[config.mk]
export PLATFORM = sky130hd
export DESIGN_NAME = bcd_digit_scan
export DESIGN_NICKNAME = d
export VERILOG_FILES = /design/src/rtl/bcd_scan_pkg.sv /design/src/rtl/scan_seq.sv /design/src/rtl/frame_hold.sv /design/src/rtl/digit_code.sv /design/src/rtl/bcd_digit_scan.sv
export SDC_FILE = /design/constraint.sdc
export NUM_CORES = 1
export LEC_CHECK = 0
export BUFFER_PORTS_ARGS = -buffer_cell sky130_fd_sc_hd__buf_2
export CORE_MARGIN = 10
export CORE_UTILIZATION = 30
export DETAILED_ROUTE_END_ITERATION = 8
export HOLD_SLACK_MARGIN = 0.12
export PLACE_DENSITY_LB_ADDON = 0.12
export RECOVER_POWER = 25
export SYNTH_ARGS = -nofsm -noshare
export SYNTH_HDL_FRONTEND = slang
export SYNTH_SLANG_ARGS = --single-unit
[constraint.sdc]
create_clock -name clk -period 4.35 [get_ports clk]
set_clock_uncertainty 0.05 [all_clocks]
set_input_delay 0.6525 -clock clk [delete_from_list [all_inputs] [get_ports clk]]
set_output_delay 0.6525 -clock clk [all_outputs]
set_load 0.01 [all_outputs]
[src/rtl/bcd_scan_pkg.sv]
package bcd_scan_pkg;

    localparam int BCD_W = 4;
    localparam int N_DIG = 3;
    localparam int POS_W = $clog2(N_DIG);

    localparam logic [BCD_W-1:0] CODE_DASH = 4'b1010;
    localparam logic [BCD_W-1:0] CODE_OVER = 4'b1011;

    typedef enum logic [1:0] {
        PH_IDLE  = 2'd0,
        PH_BLANK = 2'd1,
        PH_SHOW  = 2'd2
    } phase_e;

    // position 0 is the most significant digit
    typedef logic [POS_W-1:0] pos_t;

    typedef struct packed {
        logic [BCD_W-1:0] hund;
        logic [BCD_W-1:0] tens;
        logic [BCD_W-1:0] ones;
        logic             minus;
        logic             ovr_hi;
        logic             ovr_lo;
    } reading_t;

    typedef struct packed {
        phase_e phase;
        pos_t   pos;
    } seq_state_t;

    typedef struct packed {
        logic [BCD_W-1:0] bcd;
        logic [N_DIG-1:0] sel_n;
    } drive_t;

endpackage

[src/rtl/scan_seq.sv]
module scan_seq
    import bcd_scan_pkg::*;
(
    input  logic   clk,
    input  logic   rst_n,
    input  logic   tick,
    output phase_e phase,
    output pos_t   pos,
    output pos_t   next_pos,
    output logic   step,
    output logic   frame_start
);

    seq_state_t seq_d, seq_q;

    always_comb begin
        step = tick && (seq_q.phase != PH_BLANK);
        if (seq_q.phase == PH_IDLE || seq_q.pos == pos_t'(N_DIG - 1)) begin
            next_pos = '0;
        end else begin
            next_pos = seq_q.pos + pos_t'(1);
        end
        frame_start = step && (next_pos == '0);

        seq_d = seq_q;
        if (step) begin
            seq_d.phase = PH_BLANK;
            seq_d.pos   = next_pos;
        end else if (seq_q.phase == PH_BLANK) begin
            seq_d.phase = PH_SHOW;
        end
    end

    always_ff @(posedge clk or negedge rst_n) begin
        if (!rst_n) begin
            seq_q <= '{phase: PH_IDLE, pos: '0};
        end else begin
            seq_q <= seq_d;
        end
    end

    assign phase = seq_q.phase;
    assign pos   = seq_q.pos;

endmodule

[src/rtl/frame_hold.sv]
module frame_hold
    import bcd_scan_pkg::*;
(
    input  logic     clk,
    input  logic     rst_n,
    input  logic     load,
    input  reading_t live,
    output reading_t view
);

    reading_t held_d, held_q;

    always_comb begin
        held_d = held_q;
        if (load) begin
            held_d = live;
        end
        // the first digit of a frame is taken straight from the live inputs
        view = load ? live : held_q;
    end

    always_ff @(posedge clk or negedge rst_n) begin
        if (!rst_n) begin
            held_q <= '0;
        end else begin
            held_q <= held_d;
        end
    end

endmodule

[src/rtl/digit_code.sv]
module digit_code
    import bcd_scan_pkg::*;
(
    input  reading_t         rd,
    input  pos_t             pos,
    output logic [BCD_W-1:0] code
);

    always_comb begin
        if (rd.ovr_hi) begin
            code = CODE_OVER;
        end else if (rd.ovr_lo) begin
            code = CODE_DASH;
        end else begin
            case (pos)
                pos_t'(0): code = rd.minus ? CODE_DASH : rd.hund;
                pos_t'(1): code = rd.tens;
                default:   code = rd.ones;
            endcase
        end
    end

endmodule

[src/rtl/bcd_digit_scan.sv]
module bcd_digit_scan
    import bcd_scan_pkg::*;
(
    input  logic       clk,
    input  logic       rst_n,
    input  logic       scan_tick,
    input  logic [3:0] dig_hund,
    input  logic [3:0] dig_tens,
    input  logic [3:0] dig_ones,
    input  logic       sign_neg,
    input  logic       over_pos,
    input  logic       over_neg,
    output logic [3:0] bcd_out,
    output logic [2:0] sel_n
);

    phase_e           phase;
    pos_t             pos;
    pos_t             next_pos;
    logic             step;
    logic             frame_start;
    reading_t         live;
    reading_t         view;
    logic [BCD_W-1:0] code;
    logic [N_DIG-1:0] sel_show;
    drive_t           drv_d, drv_q;

    assign live = '{hund: dig_hund, tens: dig_tens, ones: dig_ones,
                    minus: sign_neg, ovr_hi: over_pos, ovr_lo: over_neg};

    scan_seq u_seq (
        .clk         (clk),
        .rst_n       (rst_n),
        .tick        (scan_tick),
        .phase       (phase),
        .pos         (pos),
        .next_pos    (next_pos),
        .step        (step),
        .frame_start (frame_start)
    );

    frame_hold u_hold (
        .clk   (clk),
        .rst_n (rst_n),
        .load  (frame_start),
        .live  (live),
        .view  (view)
    );

    digit_code u_code (
        .rd   (view),
        .pos  (next_pos),
        .code (code)
    );

    // MSD sits in the top bit of the select vector
    for (genvar g = 0; g < N_DIG; g++) begin : g_sel
        assign sel_show[N_DIG-1-g] = (pos != pos_t'(g));
    end

    always_comb begin
        drv_d = drv_q;
        if (step) begin
            drv_d.bcd   = code;
            drv_d.sel_n = '1;
        end else if (phase == PH_BLANK) begin
            drv_d.sel_n = sel_show;
        end
    end

    always_ff @(posedge clk or negedge rst_n) begin
        if (!rst_n) begin
            drv_q <= '{bcd: '0, sel_n: '1};
        end else begin
            drv_q <= drv_d;
        end
    end

    assign bcd_out = drv_q.bcd;
    assign sel_n   = drv_q.sel_n;

endmodule

==> qor.txt, run 1 <==
Hold Buf Count CTS: 0
Pwr/cell area: 737 mW/mm²
Die Footprint: 0.00697 mm²
Worst slew pin tran: 1340 ps
Worst Slack Setup Final: 1820 ps
Layout cell share with drive strength beyond 1: 28.9%
Crit-path max FO: 19
Sequential-to-total area share from yosys stat: 52.0%
CP required: 4460 ps
Crit. End Element: register
Nets: 164
1st-iter DRT viols: 22
Via-per-instance ratio: 4.88
Worst R2R Setup Slack: 1820 ps
Sw Pwr: 0.000417 W
Relative slew slack: 10.6%
Syn Nets: 139
Core area: 0.00394 mm²
WL per Instance: 14.7 µm
RD Place Congestion: 0.752
Max clock buf depth: 2
Setup tns final: 0 ps
Synth area leaders: dfrtp_1 (46%), nand2_1 (9.3%), dfstp_2 (6.5%), mux2_2 (4.7%), o21ai_0 (3.3%)
Starting density of the core: 30.7%
Fmax: 0.395 GHz
Sw Share: 40.1%
Leakage: 0.636 nW
Post-route design area: 0.00141 mm²
Post-synth EDFFs: 0
Total placed cells including tap cells: 188
YS warnings: 0
Hold Path End: u_hold.held_q[7]
Post-Syn Instances: 118
R2R cell count: 7
Die height: 83.5 µm
Clock Sinks: 25
Total global-route track usage: 8.07%
Worst Path Arrival: 2650 ps
CTS tree: yes
HPWL after detailed placement: 2140 µm
DRT Wirelength: 2820 µm
FP Rows: 23
Hold Startpoint: u_hold.held_q[7]
Min-Delay Path Class: register to register
Vias in the first global route: 1037
Final worst-path cycle share: 58.2%
Chip Width: 83.5 µm
GR Overflow Total: 0
Int Pwr: 0.000624 W
Via count: 936
Clock transition at path regs: 90 ps
List of most frequent post-synthesis cells: nand2_1 (30), dfrtp_1 (22), o21ai_0 (8), nor2_1 (7), mux2_2 (5)
N_diodes: 0
Initial antenna violation count: 0
Syn Area/Cell: 10.3 µm²
Most frequent cell after synthesis: nand2_1
Largest net degree at the start of global routing: 26
Area growth, synth to finish: 16.6%
Post-Syn Area: 0.00121 mm²
Most used flip-flop cell after synthesis: dfrtp_1
Fin. max-slew vios: 0
Leading area contributor after synthesis: dfrtp_1
Maximum vdd drop: 0.252 mV
Outcome: complete, no violations
Num CTS Buffers: 3
Area share of the largest cell type after synthesis: 45.5%
Drt pass-1 iters: 4
Max-cap violations: 0
FF+latch count, synth: 25
Min Tclk post-route: 2530 ps
Netlist cell types: 34
Post-CTS Resized: 0
RSZ-0062 raised after global routing: false
Post-synth ARST share: 100%
Root Driver: clkbuf_8
Clock Latency Late Sink: 270 ps
# port buffers: 24
Worst r2r dst: bcd_out[2]
Final setup viols: 0
Critical path type: register to register
Final Hold Vio Count: 0
H-Tree Depth: 1
DP Worst Slack: 1840 ps
Worst r2r src: u_seq.pos[0]
Worst Hold Path Cells: 2
Crit start category: register
Clock Power Share: 13.5%
Comb pwr share: 45.8%
Seq pwr share: 40.7%
First-pass GRT wire length: 4790 µm
Area of placed instances: 0.00137 mm²
Antenna Nets Post-Route: 0
Post-route insts no fill: 192
Io pins: 25
Postcts setup bufs: 0
DR DRC count: 0
-- layout by cell type, fill, tap and decap left out --
master	netlist	routed
clkinvlp_4	0	1
nand3b_1	1	1
o211ai_4	1	1
dfstp_2	3	3
o31ai_1	2	2
ha_1	3	3
o311ai_0	2	2
buf_2	1	22
dfrtp_1	22	22
and2_1	1	1
nand2b_4	1	1
a21oi_1	3	3
o22ai_1	2	2
o21ba_2	1	1
a41oi_1	1	1
nor2b_1	1	1
mux2_4	2	2
nor2_2	1	1
nor2b_2	1	1
nor2_1	7	7
o22a_1	1	1
nand2_1	30	30
nand2b_1	3	3
a31oi_1	2	2
mux2_2	5	5
a32o_1	1	1
inv_1	3	3
a2111oi_0	1	1
o21ai_0	8	8
or3_1	1	1
o32a_1	1	1
clkbuf_1	1	2
nand3_1	3	3
clkbuf_8	0	3
-- through the flow --
step                utilization (%)  hold WS [ps]  total power [W]
floorplan                         -           307         0.000786
global placement               34.6           418         0.000908
detailed placement             34.6           413         0.000915
CTS                            35.9           340          0.00106
global route                   35.8           455          0.00114
finish                         35.8           440          0.00104
-- power by group through the flow --
| stage | sequential [W] | clock (W) | combinational, W |
|---|---|---|---|
| after global placement | 0.000425 | 0 | 0.000483 |
| after CTS | 0.000424 | 0.000148 | 0.000489 |
| after detailed placement | 0.000429 | 0 | 0.000486 |
| final | 0.000424 | 0.000140 | 0.000477 |
| after global routing | 0.000439 | 0.000157 | 0.000546 |
| after floorplan | 0.000423 | 0 | 0.000363 |
-- layout make-up --
class                           count  area [µm²]
Fill cell                         396        2530
Timing Repair Buffer               24         118
Clock inverter                      1        7.51
Tap cell                           50        62.6
Clock buffer                        3        41.3
Inverter                            3        11.3
Sequential cell                    25         629
Multi-Input combinational cell     86         542
-- registers in the layout (all words and copies together) (netlist names) --
signal,cells
bcd_out,4
sel_n,3
u_hold.held_q,14
u_seq.phase,2
u_seq.pos,2
-- worst max path at each step --
stage / slack, ps / endpoint / from
finish: 1820 / bcd_out[2] / u_seq.pos[0]
global route: 1660 / bcd_out[2] / u_seq.pos[0]
CTS: 1830 / bcd_out[2] / u_seq.pos[0]
detailed placement: 1840 / bcd_out[2] / u_seq.pos[0]
global placement: 1930 / bcd_out[2] / u_seq.pos[0]
floorplan: 2310 / bcd_out[0] / u_seq.pos[0]
-- cells by family after synthesis --
logic type | count (synthesis) | share of synthesized area [%]
adders and majority gates | 3 | 3.10
AOI/OAI and AO/OA | 26 | 15.7
and+or+nand+nor | 50 | 18.8
buffers and inverters | 7 | 3.21
DFF | 25 | 52.0
muxes | 7 | 7.14
-- critical path, stage by stage, from the launching register on --
cell and delay [ps]:
dfrtp_1 440, inv_1 110, ha_1 400, nor2b_2 90, o211ai_4 520, mux2_4 360, o22a_1 210, a32o_1 250
-- per-layer routing --
metal / track usage, % / vias up / routed length (µm)
met1: 8.83 / 463 / 1210
li1: - / 455 / -
met5: 0 / - / 0
met2: 14.7 / 16 / 1450
met4: 1.83 / 0 / 19
met3: 2.64 / 2 / 143
Note: power is estimated with default switching activity, not from simulation.
==> run 2, diff against run 1 <==
--- a/config.mk
+++ b/config.mk
@@ -5,6 +5,7 @@
 export SDC_FILE = /design/constraint.sdc
 export NUM_CORES = 1
 export LEC_CHECK = 0
+export ABC_AREA = 1
 export BUFFER_PORTS_ARGS = -buffer_cell sky130_fd_sc_hd__buf_2
 export CORE_MARGIN = 10
 export CORE_UTILIZATION = 30
==> constraint.sdc (replaced) <==
create_clock -name clk -period 2.4 [get_ports clk]
set_clock_uncertainty 0.05 [all_clocks]
set_input_delay 0.36 -clock clk [delete_from_list [all_inputs] [get_ports clk]]
set_output_delay 0.36 -clock clk [all_outputs]
set_load 0.01 [all_outputs]
==> qor.txt, run 2 <==
Worst Slack Setup Final: 381 ps (was 1820 ps)
YS warnings: 0 (unchanged)
Area growth, synth to finish: 15.5% (was 16.6%)
Initial antenna violation count: 0 (unchanged)
Chip Width: 85.0 µm (was 83.5 µm)
Sw Share: 44.6% (was 40.1%)
Relative slew slack: 10.2% (was 10.6%)
Clock transition at path regs: 80 ps (was 90 ps)
Starting density of the core: 31.3% (was 30.7%)
Comb pwr share: 51.1% (was 45.8%)
R2R cell count: 11 (was 7)
Post-CTS Resized: 0 (unchanged)
Fin. max-slew vios: 0 (unchanged)
Synth area leaders: dfrtp_1 (43%), nand2_1 (14%), dfstp_2 (6.2%), inv_1 (6.2%), nand3_1 (3.9%) (was dfrtp_1 (46%), nand2_1 (9.3%), dfstp_2 (6.5%), mux2_2 (4.7%), o21ai_0 (3.3%))
N_diodes: 0 (unchanged)
Top reg by flops: u_hold.held_q (unchanged)
Max reg flops: 14 (unchanged)
Leading area contributor after synthesis: dfrtp_1 (unchanged)
WL per Instance: 12.5 µm (was 14.7 µm)
DR DRC count: 0 (unchanged)
Int Pwr: 0.00108 W (was 0.000624 W)
Post-synth ARST share: 100% (unchanged)
FILL cells: 424 (was 396)
HPWL after detailed placement: 2200 µm (was 2140 µm)
Hold Path End: u_hold.held_q[6] (was u_hold.held_q[7])
Post-Syn Area: 0.00127 mm² (was 0.00121 mm²)
Critical path type: register to register (unchanged)
Final Hold Vio Count: 0 (unchanged)
Most used flip-flop cell after synthesis: dfrtp_1 (unchanged)
Largest stage delay on the critical path: 430 ps (was 520 ps)
Clock Sinks: 25 (unchanged)
Crit start category: register (unchanged)
Clock Latency Late Sink: 260 ps (was 270 ps)
DRT Wirelength: 2840 µm (was 2820 µm)
Max-cap violations: 0 (unchanged)
Maximum vdd drop: 0.420 mV (was 0.252 mV)
Die height: 85.0 µm (was 83.5 µm)
Worst Path Arrival: 2170 ps (was 2650 ps)
Hold Startpoint: dig_ones[3] (was u_hold.held_q[7])
Io pins: 25 (unchanged)
CTS tree: yes (unchanged)
Sequential-to-total area share from yosys stat: 49.6% (was 52.0%)
DP Worst Slack: 429 ps (was 1840 ps)
Worst r2r dst: bcd_out[2] (unchanged)
Worst-path cell chain: nand2_1 -> nand2_1 -> inv_4 -> nand3_4 -> inv_4 -> nand2_1 -> nand2_1 -> nand2_1 -> nand2_1 -> nand3b_1 -> nand2_1 (was inv_1 -> ha_1 -> nor2b_2 -> o211ai_4 -> mux2_4 -> o22a_1 -> a32o_1)
Num CTS Buffers: 3 (unchanged)
Seq pwr share: 36.5% (was 40.7%)
Min Tclk post-route: 2020 ps (was 2530 ps)
Leakage: 0.772 nW (was 0.636 nW)
Via-per-instance ratio: 4.43 (was 4.88)
Total placed cells including tap cells: 222 (was 188)
Crit-path max FO: 15 (was 19)
Top layer in use: met4 (unchanged)
Slowest CP cell: dfrtp_1 (was o211ai_4)
Final setup viols: 0 (unchanged)
Syn Area/Cell: 8.40 µm² (was 10.3 µm²)
RSZ-0062 raised after global routing: false (unchanged)
Worst slew pin tran: 1350 ps (was 1340 ps)
Sw Pwr: 0.000870 W (was 0.000417 W)
Total global-route track usage: 7.96% (was 8.07%)
# port buffers: 24 (unchanged)
Largest delay share family, worst path: simple AND/OR/NAND/NOR gates (was compound AO/OA/AOI/OAI gates)
Crit. End Element: register (unchanged)
Vias in the first global route: 1019 (was 1037)
Metal-1 WL: 1330 µm (was 1210 µm)
H-Tree Depth: 1 (unchanged)
Commonest cells after routing, fill and taps aside: nand2_1 (51), buf_2 (23), dfrtp_1 (22), inv_1 (21), nand3_1 (10) (was nand2_1 (30), dfrtp_1 (22), buf_2 (22), o21ai_0 (8), nor2_1 (7))
Final worst-path cycle share: 84.1% (was 58.2%)
First-pass GRT wire length: 4780 µm (was 4790 µm)
Met2 WL post-DR: 1330 µm (was 1450 µm)
Post-synth EDFFs: 0 (unchanged)
Antenna Nets Post-Route: 0 (unchanged)
List of most frequent post-synthesis cells: nand2_1 (49), dfrtp_1 (22), inv_1 (21), nand3_1 (10) (was nand2_1 (30), dfrtp_1 (22), o21ai_0 (8), nor2_1 (7), mux2_2 (5))
Min-Delay Path Class: primary input to register (was register to register)
Worst r2r src: u_seq.phase[0] (was u_seq.pos[0])
Register Area: 629 µm² (unchanged)
Worst R2R Setup Slack: 380 ps (was 1820 ps)
Via count: 1006 (was 936)
Footprint of the multi-input gates: 500 µm² (was 542 µm²)
Most common cell after layout, fill and taps aside: nand2_1 (unchanged)
Setup tns final: 0 ps (unchanged)
FF+latch count, synth: 25 (unchanged)
FP Rows: 23 (unchanged)
Fmax: 0.495 GHz (was 0.395 GHz)
Most Frequent Cell on Critical Path: nand2_1
Post-route insts no fill: 227 (was 192)
Largest net degree at the start of global routing: 26 (unchanged)
Nets: 199 (was 164)
Worst Hold Path Cells: 3 (was 2)
Clock Power Share: 12.4% (was 13.5%)
GR Overflow Total: 0 (unchanged)
Root Driver: clkbuf_8 (unchanged)
Syn Nets: 172 (was 139)
Worst path bufs/invs: 2 (was 1)
CP required: 2560 ps (was 4460 ps)
RD Place Congestion: 0.807 (was 0.752)
Drt pass-1 iters: 4 (unchanged)
Core area: 0.00406 mm² (was 0.00394 mm²)
Pwr/cell area: 1330 mW/mm² (was 737 mW/mm²)
Netlist cell types: 23 (was 34)
1st-iter DRT viols: 69 (was 22)
Most frequent cell after synthesis: nand2_1 (unchanged)
Layout cell share with drive strength beyond 1: 23.2% (was 28.9%)
Outcome: complete, no violations (unchanged)
Post-Syn Instances: 151 (was 118)
Max clock buf depth: 2 (unchanged)
Die Footprint: 0.00723 mm² (was 0.00697 mm²)
Area share of the largest cell type after synthesis: 43.4% (was 45.5%)
Met3 Wirelength: 142 µm (was 143 µm)
-- run 2: cell count changes after synthesis, moves of 3 or more --
cell	change
inv_1	+18
nand3_1	+7
mux2_2	-5
nand2_1	+19
nand3b_1	+3
nand2b_1	-3
-- run 2: stage by stage --
stage	util [%]	power, W	cell area [µm²]	hold slack, ps
3_5_place_dp	35.0	0.00174	1420	337
5_1_grt	36.1	0.00216	1470	243
2_1_floorplan	-	0.00150	1270	14.4
3_3_place_gp	35.0	0.00172	1420	342
4_1_cts	36.4	0.00199	1480	231
6_report	36.1	0.00195	1470	236
-- run 2: worst max path at each step --
| stage | cells after the start | start | endpoint | slack [ps] |
|---|---|---|---|---|
| after floorplan | 8 | u_seq.pos[0] | bcd_out[2] | 710 |
| after global placement | 11 | u_seq.pos[0] | bcd_out[2] | 490 |
| after detailed placement | 8 | u_seq.pos[0] | bcd_out[2] | 430 |
| after CTS | 11 | u_seq.pos[0] | bcd_out[2] | 410 |
| after global routing | 11 | u_seq.phase[0] | bcd_out[2] | 150 |
| final | 11 | u_seq.phase[0] | bcd_out[2] | 380 |
-- run 2: cell type report --
type	count	share of cell area, %
timing repair buffer	25	8.80
clock buffer	4	3.07
sequential	25	43.0
tap	50	4.27
multi-input combinational	98	34.2
inverter	25	6.75
-- run 2: power groups by stage --
stage	combinational [W]	clock (W)	sequential, W
2_1_floorplan	0.000770	0	0.000733
3_3_place_gp	0.00100	0	0.000717
3_5_place_dp	0.00102	0	0.000723
4_1_cts	0.00103	0.000254	0.000715
5_1_grt	0.00114	0.000278	0.000734
6_report	0.000996	0.000242	0.000712
-- run 2: worst min-delay path, cell delays in order --
cell	delay (ps)
buf_2	70
nand2_1	40
nand2_1	40
-- run 2: repair_timing --
item | in CTS | in global routing
setup buffers | 0 | 0
hold buffers | 1 | 0
endpoints found under the hold margin | 22 | 0
-- run 2: cell families (layout without fill, tap and decap cells) --
kind of cell	after synthesis	after routing	share of synthesized area, %
AOI/OAI and AO/OA	16	16	7.89
and+or+nand+nor	79	79	29.4
buffers and inverters	28	54	10.2
DFF	25	25	49.6
adders and majority gates	3	3	2.96
-- run 2: routing by layer --
layer / vias up / global-route usage [%]
li1: 525 / -
met1: 457 / 9.66
met2: 20 / 12.8
met3: 4 / 2.39
met4: 0 / 3.14
met5: - / 0
==> run 3, diff against run 2 <==
==> constraint.sdc (replaced) <==
create_clock -name clk -period 1.9 [get_ports clk]
set_clock_uncertainty 0.05 [all_clocks]
set_input_delay 0.285 -clock clk [delete_from_list [all_inputs] [get_ports clk]]
set_output_delay 0.285 -clock clk [all_outputs]
set_load 0.01 [all_outputs]
==> qor.txt, run 3 (same netlist as run 2, synthesis figures left out) <==
Io pins: 25 (unchanged)
Max reg flops: 14 (unchanged)
First-pass GRT wire length: 5060 µm (was 4780 µm)
Area of placed instances: 0.00145 mm² (was 0.00142 mm²)
Antenna Nets Post-Route: 0 (unchanged)
Via count: 1031 (was 1006)
Commonest cells after routing, fill and taps aside: nand2_1 (48), buf_2 (23), dfrtp_1 (22), inv_1 (19), nand3_1 (10) (was nand2_1 (51), buf_2 (23), dfrtp_1 (22), inv_1 (21), nand3_1 (10))
Relative slew slack: 57.0% (was 10.2%)
DP Worst Slack: 37.8 ps (was 429 ps)
Area growth, synth to finish: 24.0% (was 15.5%)
WL per Instance: 13.2 µm (was 12.5 µm)
Crit. End Element: register (unchanged)
GR Overflow Total: 0 (unchanged)
1st-iter DRT viols: 112 (was 69)
Setup tns final: 0 ps (unchanged)
Clock Sinks: 25 (unchanged)
Outcome: complete, no violations (unchanged)
Vias in the first global route: 1070 (was 1019)
Via-per-instance ratio: 4.39 (was 4.43)
Chip Width: 85.0 µm (unchanged)
Min Tclk post-route: 1820 ps (was 2020 ps)
Critical path type: register to register (unchanged)
RD Place Congestion: 0.790 (was 0.807)
Worst slew pin tran: 645 ps (was 1350 ps)
Clock transition at path regs: 90 ps (was 80 ps)
FP Rows: 23 (unchanged)
DRT Wirelength: 3090 µm (was 2840 µm)
Core area: 0.00406 mm² (unchanged)
Worst Path Arrival: 1980 ps (was 2170 ps)
Final worst-path cycle share: 95.6% (was 84.1%)
CP required: 2070 ps (was 2560 ps)
DR DRC count: 0 (unchanged)
Initial antenna violation count: 0 (unchanged)
CTS tree: yes (unchanged)
Max clock buf depth: 2 (unchanged)
HPWL after detailed placement: 2240 µm (was 2200 µm)
Worst Slack Setup Final: 83.3 ps (was 381 ps)
Top reg by flops: u_hold.held_q (unchanged)
Min-Delay Path Class: primary input to register (unchanged)
Fmax: 0.550 GHz (was 0.495 GHz)
H-Tree Depth: 1 (unchanged)
Largest net degree at the start of global routing: 26 (unchanged)
Maximum vdd drop: 0.466 mV (was 0.420 mV)
Most common cell after layout, fill and taps aside: nand2_1 (unchanged)
Starting density of the core: 31.3% (unchanged)
Die height: 85.0 µm (unchanged)
# port buffers: 24 (unchanged)
Nets: 207 (was 199)
Leakage: 0.812 nW (was 0.772 nW)
Root Driver: clkbuf_8 (unchanged)
Final Hold Vio Count: 0 (unchanged)
Crit start category: register (unchanged)
Num CTS Buffers: 3 (unchanged)
RSZ-0062 raised after global routing: true (was false)
Fin. max-slew vios: 0 (unchanged)
Layout cell share with drive strength beyond 1: 30.8% (was 23.2%)
Max-cap violations: 0 (unchanged)
Total global-route track usage: 8.53% (was 7.96%)
Pwr/cell area: 1760 mW/mm² (was 1330 mW/mm²)
Post-route design area: 0.00157 mm² (was 0.00147 mm²)
Die Footprint: 0.00723 mm² (unchanged)
N_diodes: 0 (unchanged)
Crit-path max FO: 8 (was 15)
Clock Latency Late Sink: 270 ps (was 260 ps)
Final setup viols: 0 (unchanged)
Drt pass-1 iters: 4 (unchanged)
## run 3: changes by cell type in the layout (fill, tap and decap cells not counted), sizes merged
| cell | before | now |
|---|---|---|
| nand3 | 13 | 14 |
| buf | 23 | 30 |
## run 3: final cells by class
class / count / area, µm²
clock buffers: 4 / 45.0
flip-flops and latches: 25 / 629
fillers: 438 / 2480
repair buffers: 32 / 183
well taps: 50 / 62.6
inverters: 25 / 101
multi-input cells: 99 / 552
## run 3: repair_timing
action / 4_1_cts / 5_1_grt
gates resized for setup: 0 / 10
hold endpoints to repair: 22 / 0
setup endpoints to repair: 0 / 5
hold buffers: 1 / 0
buffers inserted: 0 / 3
## run 3: layer usage
| metal | vias to the layer above | part of all wire [%] | wire length (µm) | GRT usage [%] |
|---|---|---|---|---|
| li1 | 541 | - | - | - |
| met1 | 469 | 47 | 1460 | 10.2 |
| met2 | 17 | 47 | 1440 | 13.6 |
| met3 | 4 | 5.2 | 161 | 3.73 |
| met4 | 0 | 1.1 | 34 | 2.25 |
| met5 | - | 0 | 0 | 0 |
## run 3: worst max-delay path: stages (launching register included)
cell and delay [ps]:
dfrtp_1 420, inv_1 90, ha_2 320, o211ai_4 310
nand3b_1 140, nand2_2 110, nand3_1 90, nand3b_1 180
nand2_1 70
## run 3: metrics by stage
step	total power, W	hold WS, ps	instances	util [%]
after global routing	0.00304	158	235	38.8
final	0.00276	152	235	38.8
after CTS	0.00260	148	231	37.1
after global placement	0.00223	272	226	35.8
after floorplan	0.00190	-60.6	151	-
after detailed placement	0.00226	274	226	35.8
## run 3: worst paths after layout
kind | start | endpoint | slack, ps | depth (start not counted)
setup / recovery | u_seq.pos[1] | bcd_out[2] | 80 | 8
hold / removal | dig_ones[3] | u_hold.held_q[6] | 150 | 3
setup reg to reg | u_seq.pos[1] | bcd_out[2] | 80 | 8
hold reg to reg | u_hold.held_q[9] | u_hold.held_q[9] | 440 | 2
max in group asynchronous | rst_n | u_hold.held_q[4] | 870 | 2
min in group asynchronous | rst_n | u_seq.phase[1] | 510 | 2
## run 3: power breakdown
part / leakage [nW] / switching (W) / internal (W)
sequential: 0.292 / 0.000104 / 0.000794
combinational: 0.496 / 0.000960 / 0.000582
clock: 0.0228 / 0.000172 / 0.000150
